File: config.mk
export PLATFORM = sky130hd
export DESIGN_NAME = rfi_state_restore
export DESIGN_NICKNAME = d
export VERILOG_FILES = /design/src/rtl/rfi_pkg.sv /design/src/rtl/rfi_msr_merge.sv /design/src/rtl/rfi_nia_align.sv /design/src/rtl/rfi_op_decode.sv /design/src/rtl/rfi_state_restore.sv
export SDC_FILE = /design/constraint.sdc
export NUM_CORES = 1
export LEC_CHECK = 0
export ABC_AREA = 1
export BUFFER_PORTS_ARGS = -buffer_cell sky130_fd_sc_hd__buf_2
export CAP_MARGIN = 15
export CORE_AREA = 2 2 153 155
export DETAILED_ROUTE_END_ITERATION = 16
export DIE_AREA = 0 0 155 157
export PLACE_DENSITY = 0.36
export SETUP_SLACK_MARGIN = 0.15
export SYNTH_ARGS = -nofsm -noshare
export SYNTH_HDL_FRONTEND = slang
export SYNTH_SLANG_ARGS = --single-unit
File: constraint.sdc
create_clock -name vclk -period 1.1
set_input_delay 0.055 -clock vclk [all_inputs]
set_output_delay 0.055 -clock vclk [all_outputs]
set_load 0.02 [all_outputs]
File: src/rtl/rfi_pkg.sv
package rfi_pkg;
  localparam int XLEN = 64;

  typedef enum logic [1:0] {
    OP_NONE     = 2'd0,
    OP_RESTORE  = 2'd1,
    OP_READ_MSR = 2'd2,
    OP_RSVD     = 2'd3
  } rfi_op_e;

  // big-endian bit positions
  localparam int B_HV    = 3;
  localparam int B_TS_LO = 29;
  localparam int B_TS_HI = 31;
  localparam int B_Z_LO  = 33;
  localparam int B_Z_HI  = 36;
  localparam int B_K_LO  = 42;
  localparam int B_K_HI  = 47;
  localparam int B_EE    = 48;
  localparam int B_PR    = 49;
  localparam int B_ME    = 51;
  localparam int B_IR    = 58;
  localparam int B_DR    = 59;

  function automatic int be_idx(input int pos);
    return XLEN - 1 - pos;
  endfunction
endpackage

File: src/rtl/rfi_msr_merge.sv
module rfi_msr_merge
  import rfi_pkg::*;
(
  input  logic [XLEN-1:0] cur_msr_i,
  input  logic [XLEN-1:0] srr1_i,
  output logic [XLEN-1:0] new_msr_o
);
  localparam int TS_W = B_TS_HI - B_TS_LO + 1;

  logic            hv, pr, keep_ts;
  logic [TS_W-1:0] cur_ts, sav_ts;

  assign hv      = cur_msr_i[be_idx(B_HV)];
  assign pr      = srr1_i[be_idx(B_PR)];
  assign cur_ts  = cur_msr_i[be_idx(B_TS_LO) -: TS_W];
  assign sav_ts  = srr1_i[be_idx(B_TS_LO) -: TS_W];
  assign keep_ts = (cur_ts == 3'b010) && (sav_ts == 3'b000);

  for (genvar p = 0; p < XLEN; p++) begin : g_bit
    localparam int I = XLEN - 1 - p;
    if (p == B_ME) begin : g_me
      assign new_msr_o[I] = hv ? srr1_i[I] : cur_msr_i[I];
    end else if (p >= B_TS_LO && p <= B_TS_HI) begin : g_ts
      assign new_msr_o[I] = keep_ts ? cur_msr_i[I] : srr1_i[I];
    end else if (p == B_EE || p == B_IR || p == B_DR) begin : g_force
      assign new_msr_o[I] = srr1_i[I] | pr;
    end else if (p >= B_Z_LO && p <= B_Z_HI) begin : g_zero
      assign new_msr_o[I] = 1'b0;
    end else if (p == B_HV || (p >= B_K_LO && p <= B_K_HI)) begin : g_keep
      assign new_msr_o[I] = cur_msr_i[I];
    end else begin : g_copy
      assign new_msr_o[I] = srr1_i[I];
    end
  end
endmodule

File: src/rtl/rfi_nia_align.sv
module rfi_nia_align #(
  parameter int W     = 64,
  parameter int ALIGN = 2
) (
  input  logic [W-1:0] pc_i,
  output logic [W-1:0] nia_o
);
  assign nia_o = {pc_i[W-1:ALIGN], {ALIGN{1'b0}}};
endmodule

File: src/rtl/rfi_op_decode.sv
module rfi_op_decode
  import rfi_pkg::*;
(
  input  logic [1:0] op_i,
  output logic       restore_o,
  output logic       read_o
);
  rfi_op_e op;
  assign op = rfi_op_e'(op_i);

  always_comb begin
    restore_o = 1'b0;
    read_o    = 1'b0;
    unique case (op)
      OP_RESTORE:  restore_o = 1'b1;
      OP_READ_MSR: read_o    = 1'b1;
      default: ;
    endcase
  end
endmodule

File: src/rtl/rfi_state_restore.sv
module rfi_state_restore
  import rfi_pkg::*;
#(
  parameter int ALIGN = 2
) (
  input  logic [1:0]      op_i,
  input  logic [XLEN-1:0] msr_i,
  input  logic [XLEN-1:0] srr0_i,
  input  logic [XLEN-1:0] srr1_i,
  output logic [XLEN-1:0] msr_o,
  output logic            msr_we_o,
  output logic [XLEN-1:0] nia_o,
  output logic            nia_we_o,
  output logic [XLEN-1:0] gpr_o,
  output logic            gpr_we_o
);
  logic            restore, read;
  logic [XLEN-1:0] merged, aligned;

  rfi_op_decode i_dec (
    .op_i     (op_i),
    .restore_o(restore),
    .read_o   (read)
  );

  rfi_msr_merge i_merge (
    .cur_msr_i(msr_i),
    .srr1_i   (srr1_i),
    .new_msr_o(merged)
  );

  rfi_nia_align #(.W(XLEN), .ALIGN(ALIGN)) i_align (
    .pc_i (srr0_i),
    .nia_o(aligned)
  );

  assign msr_we_o = restore;
  assign nia_we_o = restore;
  assign gpr_we_o = read;
  assign msr_o    = restore ? merged  : '0;
  assign nia_o    = restore ? aligned : '0;
  assign gpr_o    = read    ? msr_i   : '0;
endmodule

## Word level (Yosys, flattened, before mapping)

Cells that the tools add are included.

| storage, ports and cells | value |
|---|---|
| flip-flop bits (word level) | 0 |
| bits of input ports | 194 |
| output and inout port bits | 195 |

| cells by class | value |
|---|---|
| equality and inequality tests | 3 |
| mux-type cells | 9 |
| bitwise gates (word level) | 3 |
| reductions and logical operators | 2 |

Operators by type and width:

| kind | count |
|---|---|
| two-way mux 64 bit | 3 |
| two-way mux 1 bit | 6 |
| equality test 3 x 2 -> 1 bit, second input constant | 1 |
| zero test 3 bit | 1 |
| bitwise OR 1 bit | 3 |
| equality test 2 x 1 -> 1 bit, second input constant | 1 |
| equality test 2 bit, second input constant | 1 |
| logical AND 1 bit | 1 |

## Longest topological paths before layout

| depth | value |
|---|---|
| depth after elaboration | 4 |
| gate-level depth with buffers | 5 |
| depth with buffers taken out | 5 |

## By module

Synthesis repeated with hierarchy kept, for this count alone.

| second synthesis, totals | value |
|---|---|
| cell total of the unflattened synthesis | 548 |
| area total of the unflattened synthesis | 2655.0 µm² |

By module, submodules not included:

| module | times used | cells each | area an instance (µm²) | sequential area each (µm²) |
|---|---|---|---|---|
| rfi_state_restore | 1 | 406 | 1655.3 | 0.0 |
| rfi_msr_merge | 1 | 73 | 500.5 | 0.0 |
| rfi_nia_align | 1 | 65 | 484.2 | 0.0 |
| rfi_op_decode | 1 | 4 | 15.0 | 0.0 |

## Worst setup path before layout

OpenSTA, ideal clock, no wires.

| timing path | value |
|---|---|
| path kind | input-to-output |
| start point | in op_i[1] |
| end point | out gpr_o[0] |
| arrival time | 0.914 ns |
| data required time | 1.045 ns |
| slack | 0.131 ns |
| cell stages on the path | 5 |
| path buffers | 1 |
| path through | inv_2 -> nor2_2 -> inv_2 -> buf_6 -> nor2_1 |

| on the way | value |
|---|---|
| cells in the longest elaborated chain, start to end | 3 |

RTL lines:

| element | line | RTL |
|---|---|---|
| start, declared | rfi_state_restore.sv:6 | `input logic [1:0] op_i,` |
| equality test 2 bit | rfi_op_decode.sv:14 | `unique case (op)` |
| two-way mux 1 bit | rfi_op_decode.sv:14 |  |
| named net gpr_we_o | rfi_state_restore.sv:15 | `output logic gpr_we_o` |
| two-way mux 64 bit | rfi_state_restore.sv:42 | `assign gpr_o = read ? msr_i : '0;` |
| end, declared | rfi_state_restore.sv:14 | `output logic [XLEN-1:0] gpr_o,` |

The timed path passes the listed nets, and every way through them passes these cells.

## Worst setup path after layout

| timing path | value |
|---|---|
| start point | in op_i[0] |
| end point | out gpr_o[50] |

| on the way | value |
|---|---|
| cells in the longest elaborated chain, start to end | 3 |

RTL lines:

| element | line |
|---|---|
| equality test 2 bit | rfi_op_decode.sv:14 |
| two-way mux 1 bit | rfi_op_decode.sv:14 |
| two-way mux 64 bit | rfi_state_restore.sv:42 |

Every way passes these cells.

==> results.md <==
- Final instance area: 4410 µm²
- Top post-synthesis cells by area: inv_1 (34%), nor2_2 (30%), nor2_1 (19%)
- Largest family of logic cells by synthesized area: buffers and inverters
- Via count: 3,285
- Xor/xnor share of the synthesized area: 0
- Layout cell share with drive strength beyond 1: 0.654
- WP depth: 6
- Vias in the first global route: 2,797
- Fin crit share: 0.857
- Final Non-Filler Cells: 1,050
- CP max stage delay: 0.18 ns
- Fin. max-slew vios: 0
- Overflow after GRT: 0
- Crit path capture type: output pin
- DR DRC count: 0
- Routed WL per cell: 9.98 µm
- Worst hold start: msr_i[63]
- CP arrival: 0.89 ns
- DR iter-0 viols: 102
- Max-cap violations: 0
- First-pass GRT wire length: 12,900 µm
- # rows: 55
- Multi-input gate area: 1100 µm²
- Lkg Pwr: 3.20 nW
- Final Util: 0.196
- Sw frac: 0.586
- Worst path buffer plus inverter count: 4
- Post-Synth Adder-Cell Area: 0
- YS warnings: 0
- Initial antenna violation count: 0
- Largest area contributor in the netlist: inv_1
- Dpl hpwl: 8390 µm
- Final hold vios: 0
- Pin count of the biggest net entering global routing: 65
- Sequential area share after synthesis: 0
- Synth Area in Simple Gates: 0.495
- Crit Path Class: input pin to output pin
- DIE AREA: 24,300 µm²
- Post-Synthesis Cell Area: 1920 µm²
- RSZ-0062 raised after global routing: true
- Die Y: 157 µm
- Drt via density: 3.13
- WHS: 0.421 ns
- Final Wtd Congestion: 0.679
- Yosys top cell area share: 0.343
- I/O Pins: 389
- Detailed Route WL: 10,500 µm
- Synth unique cells: 13
- Buffers added on ports: 370
- Fmax achieved: 1060 MHz
- Status: finished, final reports clean
- Most frequent cells in the layout: buf_2 (313), inv_1 (175), nor2_2 (100)
- Mapped Cells: 400
- Starting Density: 0.0855
- Syn_area_per_cell: 4.81 µm²
- CP dominant cell by count: buf_12
- Multiplexer area fraction after synthesis: 0
- ANT cells: 0
- Worst IR Drop VDD: 0.181 mV
- Dpl cells: 1,042
- Finish-stage setup viols: 0
- Sw Pwr: 961 µW
- Sequential power share: 0
- Dpl cell area: 3970 µm²
- Core Region: 22,500 µm²
- End of the critical path: gpr_o[50]
- Clock network fraction of design power: 0
- Seq Cell Count: 0
- Sequential cell area: 0 µm²
- Req. time, crit path: 1.04 ns
- Gr usage total: 0.0632
- Critical path peak fanout: 32
- Nets@finish: 961
- CP top delay family: buffers and inverters
- P_int: 680 µW
- Crit path max-delay cell type: buf_12
- Fin Setup TNS: 0 ns
- Startpoint Class: input pin
- Antenna violation net count after detailed routing: 0
- Combinational share of power: 1.000
- Commonest non-fill, non-tap cell in the layout: buf_2
- Min Tclk post-route: 0.943 ns
- Clock buffer count: 0
- Worst setup startpoint: op_i[0]
- Area Overhead vs Synth: 129%
- Complex-gate fraction of the synthesized area: 0.00780
- PwrDens: 372 nW/µm²
- Crit-path cells: buf_12 > nor2_4 > clkinv_4 > buf_12 > nor2_1 > buf_2
- Hold Path Class: input pin to output pin
- Fillers: 2,615
- Initial DRT Pass Iterations: 3
- Die width: 155 µm
power by group through the flow:
stage | combinational (mW) | clock (mW) | sequential, mW
floorplan | 0.890 | 0 | 0
CTS | 1.49 | 0 | 0
detailed placement | 1.47 | 0 | 0
global route | 1.78 | 0 | 0
global placement | 1.48 | 0 | 0
finish | 1.64 | 0 | 0
metrics by stage:
stage	power (mW)	worst slack [ns]
after CTS	1.49	0.136
after floorplan	0.890	0.131
final	1.64	0.157
after detailed placement	1.47	0.0757
after global routing	1.78	0.114
after global placement	1.48	0.0705
routing by layer:
metal	up-vias	GRT usage	part of all wire
met1	1327	0.0656	0.37
met3	2	0.00991	0.096
met4	0	0.00220	0.0018
met5	-	0	0
li1	1727	-	-
met2	229	0.137	0.53
cell usage after synthesis (all sizes together):
library cell / number
nand3: 1
buf: 26
o21ai: 1
conb: 1
a21oi: 2
nand2: 1
nor2: 190
inv: 178
cells by family (layout without fill, tap and decap cells):
family | after synthesis | after routing
simple gates | 192 | 193
other cells | 1 | 6
compound gates | 3 | 3
buf+inv | 204 | 563
what timing repair did:
item	CTS	global route
setup buffers	1	3
setup endpoints to repair	42	141
gates resized for setup	6	107
pin swaps	1	2
hold buffers	0	0
cloned	0	4
worst min path at each step:
stage	slack [ns]	cells after the start	to
after floorplan	0.16	1	gpr_we_o
after global placement	0.42	4	gpr_o[54]
after detailed placement	0.42	4	gpr_o[14]
after CTS	0.42	4	gpr_o[14]
after global routing	0.43	4	msr_o[31]
final	0.42	4	gpr_o[63]
area by class of cell:
type	instances	share of cell area
repair buffers	385	0.514
inverters	178	0.154
well taps	285	0.0809
multi-input cells	202	0.251
No activity file was read; power rests on OpenSTA's default activity.
